### src/rtl/tsa_pkg.sv
package tsa_pkg;
   localparam int CH_W    = 2;
   localparam int LEN_W   = 4;
   localparam int ENTRY_W = CH_W + 1 + LEN_W + 1;
   localparam int DIRS    = 2;

   typedef struct packed {
      logic             last;
      logic [LEN_W-1:0] len_m1;
      logic             strobe;
      logic [CH_W-1:0]  chan;
   } route_entry_t;
endpackage

### src/rtl/tsa_bank_store.sv
module tsa_bank_store
   import tsa_pkg::*;
#(
   parameter int ENTRIES = 32,
   localparam int IDX_W  = $clog2(ENTRIES)
) (
   input  logic               clk,
   input  logic               rst_n,
   input  logic               wr_en,
   input  logic               wr_bank,
   input  logic [IDX_W-1:0]   wr_idx,
   input  logic [ENTRY_W-1:0] wr_data,
   input  logic               active_bank,
   input  logic               rd_bank,
   input  logic [IDX_W-1:0]   rd_idx,
   output logic [ENTRY_W-1:0] rd_data,
   input  logic [IDX_W-1:0]   act_idx,
   output logic [ENTRY_W-1:0] act_data
);
   logic [ENTRY_W-1:0] mem_q [2][ENTRIES];
   logic               wr_ok;

   // only the shadow bank of this direction accepts data
   assign wr_ok = wr_en && (wr_bank != active_bank);

   always_ff @(posedge clk) begin
      if (!rst_n) begin
         for (int b = 0; b < 2; b++) begin
            for (int i = 0; i < ENTRIES; i++) begin
               mem_q[b][i] <= '0;
            end
         end
      end else if (wr_ok) begin
         mem_q[wr_bank][wr_idx] <= wr_data;
      end
   end

   assign rd_data  = mem_q[rd_bank][rd_idx];
   assign act_data = mem_q[active_bank][act_idx];
endmodule

### src/rtl/tsa_slot_seq.sv
module tsa_slot_seq
   import tsa_pkg::*;
#(
   parameter int ENTRIES = 32,
   localparam int IDX_W  = $clog2(ENTRIES)
) (
   input  logic             clk,
   input  logic             rst_n,
   input  logic             sync,
   input  logic             bit_en,
   input  logic             swap_req,
   input  logic [LEN_W-1:0] cur_len_m1,
   input  logic             cur_last,
   output logic             active_bank,
   output logic             req_pend,
   output logic [IDX_W-1:0] ptr
);
   logic             bank_q;
   logic             req_q;
   logic [IDX_W-1:0] ptr_q;
   logic [LEN_W-1:0] cnt_q;
   logic             slot_done;

   assign slot_done = bit_en && (cnt_q == cur_len_m1);

   always_ff @(posedge clk) begin
      if (!rst_n) begin
         bank_q <= 1'b0;
         req_q  <= 1'b0;
         ptr_q  <= '0;
         cnt_q  <= '0;
      end else if (sync) begin
         if (req_q) begin
            bank_q <= ~bank_q;
         end
         // a pending request is consumed; a new one in this cycle waits for the next sync
         req_q <= swap_req;
         ptr_q <= '0;
         cnt_q <= '0;
      end else begin
         if (swap_req) begin
            req_q <= 1'b1;
         end
         if (slot_done) begin
            cnt_q <= '0;
            ptr_q <= cur_last ? '0 : ptr_q + 1'b1;
         end else if (bit_en) begin
            cnt_q <= cnt_q + 1'b1;
         end
      end
   end

   assign active_bank = bank_q;
   assign req_pend    = req_q;
   assign ptr         = ptr_q;
endmodule

### src/rtl/tsa_route_decode.sv
module tsa_route_decode
   import tsa_pkg::*;
#(
   parameter int CHANNELS = 3
) (
   input  route_entry_t        entry,
   output logic [CHANNELS-1:0] chan_oh,
   output logic                strobe
);
   for (genvar c = 0; c < CHANNELS; c++) begin : g_ch
      assign chan_oh[c] = (entry.chan == CH_W'(c + 1));
   end
   assign strobe = entry.strobe;
endmodule

### src/rtl/tsa_route_table.sv
module tsa_route_table
   import tsa_pkg::*;
#(
   parameter int ENTRIES  = 32,
   parameter int CHANNELS = 3,
   localparam int IDX_W   = $clog2(ENTRIES),
   localparam int ADDR_W  = IDX_W + 4
) (
   input  logic                clk,
   input  logic                rst_n,
   input  logic [ADDR_W-1:0]   tbl_addr,
   input  logic                tbl_we,
   input  logic [ENTRY_W-1:0]  tbl_wdata,
   output logic [ENTRY_W-1:0]  tbl_rdata,
   input  logic                rx_sync,
   input  logic                rx_bit_en,
   input  logic                rx_swap_req,
   input  logic                tx_sync,
   input  logic                tx_bit_en,
   input  logic                tx_swap_req,
   output logic                rx_bank,
   output logic                tx_bank,
   output logic                rx_req_pend,
   output logic                tx_req_pend,
   output logic [IDX_W-1:0]    rx_ptr,
   output logic [IDX_W-1:0]    tx_ptr,
   output logic [CHANNELS-1:0] rx_chan,
   output logic                rx_strobe,
   output logic [CHANNELS-1:0] tx_chan,
   output logic                tx_strobe
);
   if (ENTRIES < 2 || (ENTRIES & (ENTRIES - 1)) != 0) begin : g_bad_entries
      $error("ENTRIES must be a power of two");
   end
   if (CHANNELS < 1 || CHANNELS > (1 << CH_W) - 1) begin : g_bad_channels
      $error("CHANNELS does not fit the channel code");
   end

   logic [DIRS-1:0]     sync_v, bit_v, req_v, bank_v, pend_v, strobe_v;
   logic [IDX_W-1:0]    ptr_v  [DIRS];
   logic [CHANNELS-1:0] chan_v [DIRS];
   logic [ENTRY_W-1:0]  rd_v   [DIRS];

   logic             dir_sel;
   logic             bank_sel;
   logic [IDX_W-1:0] idx_sel;
   logic [1:0]       unused_lo;

   assign dir_sel   = tbl_addr[ADDR_W-1];
   assign bank_sel  = tbl_addr[ADDR_W-2];
   assign idx_sel   = tbl_addr[ADDR_W-3:2];
   assign unused_lo = tbl_addr[1:0];

   assign sync_v = {tx_sync, rx_sync};
   assign bit_v  = {tx_bit_en, rx_bit_en};
   assign req_v  = {tx_swap_req, rx_swap_req};

   for (genvar d = 0; d < DIRS; d++) begin : g_dir
      logic [ENTRY_W-1:0] act_raw;
      route_entry_t       act_entry;

      assign act_entry = route_entry_t'(act_raw);

      tsa_bank_store #(.ENTRIES(ENTRIES)) u_store (
         .clk         (clk),
         .rst_n       (rst_n),
         .wr_en       (tbl_we && (dir_sel == 1'(d))),
         .wr_bank     (bank_sel),
         .wr_idx      (idx_sel),
         .wr_data     (tbl_wdata),
         .active_bank (bank_v[d]),
         .rd_bank     (bank_sel),
         .rd_idx      (idx_sel),
         .rd_data     (rd_v[d]),
         .act_idx     (ptr_v[d]),
         .act_data    (act_raw)
      );

      tsa_slot_seq #(.ENTRIES(ENTRIES)) u_seq (
         .clk         (clk),
         .rst_n       (rst_n),
         .sync        (sync_v[d]),
         .bit_en      (bit_v[d]),
         .swap_req    (req_v[d]),
         .cur_len_m1  (act_entry.len_m1),
         .cur_last    (act_entry.last),
         .active_bank (bank_v[d]),
         .req_pend    (pend_v[d]),
         .ptr         (ptr_v[d])
      );

      tsa_route_decode #(.CHANNELS(CHANNELS)) u_dec (
         .entry   (act_entry),
         .chan_oh (chan_v[d]),
         .strobe  (strobe_v[d])
      );
   end

   assign tbl_rdata   = rd_v[dir_sel];
   assign rx_bank     = bank_v[0];
   assign tx_bank     = bank_v[1];
   assign rx_req_pend = pend_v[0];
   assign tx_req_pend = pend_v[1];
   assign rx_ptr      = ptr_v[0];
   assign tx_ptr      = ptr_v[1];
   assign rx_chan     = chan_v[0];
   assign tx_chan     = chan_v[1];
   assign rx_strobe   = strobe_v[0];
   assign tx_strobe   = strobe_v[1];
endmodule

### config.mk
export PLATFORM = sky130hd
export DESIGN_NAME = tsa_route_table
export DESIGN_NICKNAME = d
export VERILOG_FILES = /design/src/rtl/tsa_pkg.sv /design/src/rtl/tsa_bank_store.sv /design/src/rtl/tsa_slot_seq.sv /design/src/rtl/tsa_route_decode.sv /design/src/rtl/tsa_route_table.sv
export SDC_FILE = /design/constraint.sdc
export NUM_CORES = 2
export LEC_CHECK = 0
export BUFFER_PORTS_ARGS = -buffer_cell sky130_fd_sc_hd__buf_4
export CAP_MARGIN = 30
export CORE_MARGIN = 3
export CORE_UTILIZATION = 35
export CTS_BUF_LIST = sky130_fd_sc_hd__clkbuf_16
export CTS_CLUSTER_DIAMETER = 200
export CTS_CLUSTER_SIZE = 16
export DETAILED_ROUTE_END_ITERATION = 7
export PLACE_DENSITY = 0.51
export SLEW_MARGIN = 40
export SYNTH_ARGS = -nofsm -noshare
export SYNTH_HDL_FRONTEND = slang
export SYNTH_SLANG_ARGS = --single-unit
export TNS_END_PERCENT = 5
### constraint.sdc
create_clock -name clk -period 3.7 [get_ports clk]
set_input_delay 0.185 -clock clk [delete_from_list [all_inputs] [get_ports clk]]
set_output_delay 0.185 -clock clk [all_outputs]
set_load 0.005 [all_outputs]
# Word-level counts from Yosys, hierarchy flattened
# Memory sizes are Yosys's and may differ from the RTL's. A register that Yosys moved wholly into a read port is not among the register bits.
# Cells that the tools add are included.
# Widths: inputs -> output; s select.
# totals
latchBits,0
mem_bits_ro,0
ramBits,1024
input_bits,26
elab_cells,94
output_inout_bits,30
mem_count,2
register_bits,22
# memory_table
memory,words,word_bits,rd,rd_ports_with_merged_regs,wr,line,text
g_dir[0].u_store.mem_q,2,256,2,1,2,tsa_bank_store.sv:20,logic [ENTRY_W-1:0] mem_q [2][ENTRIES];
g_dir[1].u_store.mem_q,2,256,2,1,2,tsa_bank_store.sv:20,
# classes
eq_ne,10
bitwise_logic,8
n_mux,40
add_sub_neg,4
div_mod_pow,0
shifts,0
magnitude_cmp,5
reduce_logical,17
mul,0
# op_table
op,n
$mux 256,6
$reduce_or 256->1,2
$bmux 8 s5,4
$mux 8,12
$demux 8 s5,1
$ge 6x6->1 const B,3
$not 5->6,3
$mux 1,15
$add 5x1->5 const B,2
$mux 5,2
$add 4x1->4 const B,2
$eq 2x2->1 const B,4
$eq 4x4->1,2
$logic_and 1x1->1,7
$lt 6x1->1 const B,1
$reduce_or 3->1,2
$eq 2x1->1 const B,2
$not 1->1,4
$reduce_and 2->1,2
$reduce_bool 2->1,2
$reduce_or 2->1,2
$ge 2x2->1 const B,1
$ne 1x1->1,2
$not 1->2,1

# Logic depth before layout (Yosys ltp)
# depth
ltp_word,8
mapped_depth,14
depth_no_buf,8

# Hierarchy
# Synthesis repeated with hierarchy kept, for this count alone.
# hier_totals
cells_unflattened,3268
area_unflattened_um2,53535.1
# by_module_without_submodules
mod,cells_per_inst,area_each_um2,n_inst,seq_area_each_um2
tsa_bank_store at g_dir[0].u_store,1535,26186.4,1,15374.7
tsa_bank_store at g_dir[1].u_store,1594,26040.0,1,15374.7
tsa_slot_seq,60,550.5,2,220.2
tsa_route_table,11,147.6,1,0.0
tsa_route_decode,4,30.0,2,0.0

# Worst setup path before layout
# Ideal clock, no wire load.
# synth_timing
path_kind,input -> register
from,input tbl_addr[7]
to,"memory g_dir[0].u_store.mem_q[1][0] (netlist name), data pin"
n_path_buf,3
arrival_ps,2872
setup_slack_ps,473
t_required_ps,3346
setup_ps,354
stages,6
cell_sequence,clkbuf_1 -> buf_2 -> buf_2 -> nor4b_1 -> nor2_1 -> nor2b_1
# synth_lines
item,line,text
"start, declared",tsa_route_table.sv:11,"input logic [ADDR_W-1:0] tbl_addr,"
"end, declared",tsa_bank_store.sv:20,

==> summary.md <==
| Metric | Value |
|---|---|
| Num CTS Buffers | `75` |
| Fillers | `13800` |
| Crit path kind | `flop to primary output` |
| YS warnings | `0` |
| Synth top area cells | `edfxtp_1 57%, mux4_2 21%, and2_1 6.0%` |
| Antenna violations before repair | `20` |
| Crit path DAT | `3480 ps` |
| Worst hold path cell count | `2` |
| Reg2Reg Setup Slack | `170 ps` |
| Die H | `398 microns` |
| Mapped Area | `around 54000 sq um` |
| Die area | `158000 sq um` |
| Worst EP required | `3510 ps` |
| Status | `finished, final reports clean` |
| Leakage power total | `21.3 nW` |
| Synth Flop Type | `edfxtp_1` |
| RR Endpoint | `g_dir[1].u_seq.ptr[3]` |
| Port bufs | `53` |
| Core area | `~150000 sq um` |
| Clock skew | `28.8 ps` |
| Multi-input gate area | `21200 sq um` |
| Layout area overhead | `13.5%` |
| Delay-heaviest family, CP | `multiplexers` |
| Slowest CP cell | `mux4_2` |
| Cell taking the most area after synthesis | `edfxtp_1` |
| Die W | `between 300 and 400 microns` |
| R2R cell count | `11` |
| Pin count of the biggest net entering global routing | `55` |
| Global-route wire length before repair | `about 270000 microns` |
| Post-synth EDFFs | `between 1000 and 1500` |
| # setup viols final | `0` |
| Worst-path clk slew | `80 ps` |
| Drt drc | `0` |
| Tot Pwr | `0.0251 W` |
| Vias per std cell | `5.92` |
| Max H-tree Level | `3` |
| Hold crit path type | `input port to flop` |
| Final Hold Fails | `0` |
| Min-Delay Endpoint | `g_dir[0].u_store.mem_q[1][242]` |
| Synth top area share | `0.572` |
| Nets | `3551` |
| Seq cells post-synth | `1048` |
| Buf+Inv Stages, Crit Path | `3` |
| Slew @ Worst Pin | `887 ps` |
| Netlist cell types | `78` |
| Routed WL per cell | `34.0 microns` |
| Final worst-path cycle share | `0.990` |
| Synthesized area per cell | `16.2 sq um` |
| Reg area | `~31000 sq um` |
| Fmax | `about 270 MHz` |
| Final hold slack | `106 ps` |
| Final min period | `3660 ps` |
| RSZ-0062 raised after global routing | `true` |
| Post-synthesis async set-or-reset flop share | `0` |
| Detail Route Antenna Nets | `0` |
| Num Clock Sinks | `1048` |
| CP Launch Type | `flop` |
| Post-Synthesis Cells | `between 3000 and 4000` |
| VDD IR-drop max | `275 uV` |
| First DRT Iteration DRCs | `4463` |
| Vias in the first global route | `approximately 33000` |
| Crit-path max cell delay | `610 ps` |
| Pre-antenna DRT Iters | `6` |
| Pwr dens | `just over 400 nW/um^2` |
| Final core occ | `0.400` |
| TritonCTS clock tree | `built` |
| Crit path cell chain | `buf_12, buf_16, mux4_2, mux4_2, mux4_2, nor2b_1, buf_4` |
| # IOs | `56` |
| Sum Neg Setup Slack | `0 ps` |
| Tot GR Track Use | `0.240` |
| GP Congestion | `0.888` |
| Synth top cells by count | `1024 x edfxtp_1, 512 x and2_1, 499 x mux4_2` |
| Hold_sp | `tbl_wdata[2]` |
| Starting Density | `0.353` |
| Final WL | `roughly 190000 microns` |
| Root Buffer | `clkbuf_16` |
| Worst-path fanout max | `11` |
| Slew HR | `0.409` |
| DP HPWL | `132000 microns` |
| Row cnt | `approximately 140` |
| Worst-skew pair later-pin latency | `690 ps` |
| Crit end category | `primary output` |
| Post-Place Cell Area | `58300 sq um` |
| Slew Limit Fails | `0` |
| Max Cap Violations | `0` |
| Cell area after layout | `61000 sq um` |
| Post-synthesis sequential area ratio | `0.581` |
| Layout cell share with drive strength beyond 1 | `0.299` |
| Most frequent CP cell | `mux4_2` |
| Syn nets | `3351` |
| Clock buffer depth | `3` |
| Routed via count | `33200` |
| Gr ovfl total | `0` |
| Most common cell in the synthesized netlist | `edfxtp_1` |
## power breakdown
group          switching [W]  internal (W)
Combinational        0.00182       0.00131
Sequential          0.000272        0.0135
Clock                0.00427       0.00394
## stage by stage
step                      setup WS [ps]  std cells
after floorplan                     473       3321
after global placement              194       5449
after detailed placement            308       5450
after CTS                         -11.3       5606
after global routing              -48.2       5607
final                              37.7       5617
## flip-flops by register name, indices dropped and copies added (netlist names), named ones only
signal,flops
g_dir.u_seq.cnt_q,8
g_dir.u_seq.req_pend,2
g_dir.u_seq.ptr,10
g_dir.u_store.mem_q,1024
g_dir.u_seq.active_bank,2
## routing by layer
layer,GRT usage,share of wire
met1,0.343,0.42
met2,0.352,0.44
met3,0.0718,0.11
met4,0.0720,0.031
met5,0,0.00018
## cell type report
cell class                 count  share of cell area
inverter                      12            0.000739
clock inverter                51             0.00322
sequential                  1048               0.513
antenna                       11            0.000452
multi-input combinational   1973               0.348
tap                         2030              0.0417
timing repair buffer         411              0.0599
clock buffer                  81              0.0333
## worst max-delay path by stage
stage / slack [ps] / to / depth (start not counted) / startpoint
after detailed placement: 310 / tbl_rdata[0] / 8 / tbl_addr[7]
after global routing: -50 / rx_chan[2] / 7 / flop
final: 40 / tx_chan[1] / 7 / flop
after CTS: -10 / rx_chan[2] / 7 / flop
after global placement: 190 / g_dir[0].u_store.mem_q[0][153] / 6 / rst_n
after floorplan: 470 / g_dir[0].u_store.mem_q[1][0] / 6 / tbl_addr[7]
## cell families after synthesis
family                     Yosys count  synth area share
DFF                               1048             0.581
and+or+nand+nor                    901            0.0956
muxes                              720             0.256
AOI/OAI and AO/OA                  337            0.0385
buffers and inverters              300            0.0262
xor gates and xnor gates            11           0.00193
adders and majority gates            4          0.000932
## repair_timing
item / in CTS / in global routing
buffers inserted: 13 / 0
gates resized for setup: 7 / 6
endpoints found under the setup margin: 9 / 8
endpoints found under the hold margin: 19 / 0
pin swaps: 2 / 0
gates cloned: 4 / 0
hold buffers: 8 / 0
## placed cells by master (no fill, tap or decap), types with 6 or more instances in the layout
master,synthesis,final
a21oi_1,61,51
diode_2,0,11
nor4_1,21,21
o21ai_1,4,7
dfxtp_1,24,17
nand3b_1,6,6
xor2_1,6,6
or3_1,7,7
mux2i_1,180,177
buf_4,8,360
a31oi_1,12,12
clkbuf_16,0,81
mux4_2,499,500
nor2b_1,31,23
nand2_1,103,103
a221oi_1,8,8
mux2_2,24,24
or3b_2,6,6
nor3_1,17,16
a21oi_2,0,10
o22a_1,8,8
a22oi_1,21,21
nor2_1,108,105
and3_1,40,40
inv_1,9,59
and2_1,512,511
edfxtp_1,1024,1024
buf_12,4,27
nand3_1,17,17
mux4_1,15,14
o22ai_1,54,54
dlygate4sd3_1,0,8
o21ai_0,123,117
(Power assumes the default switching activity.)
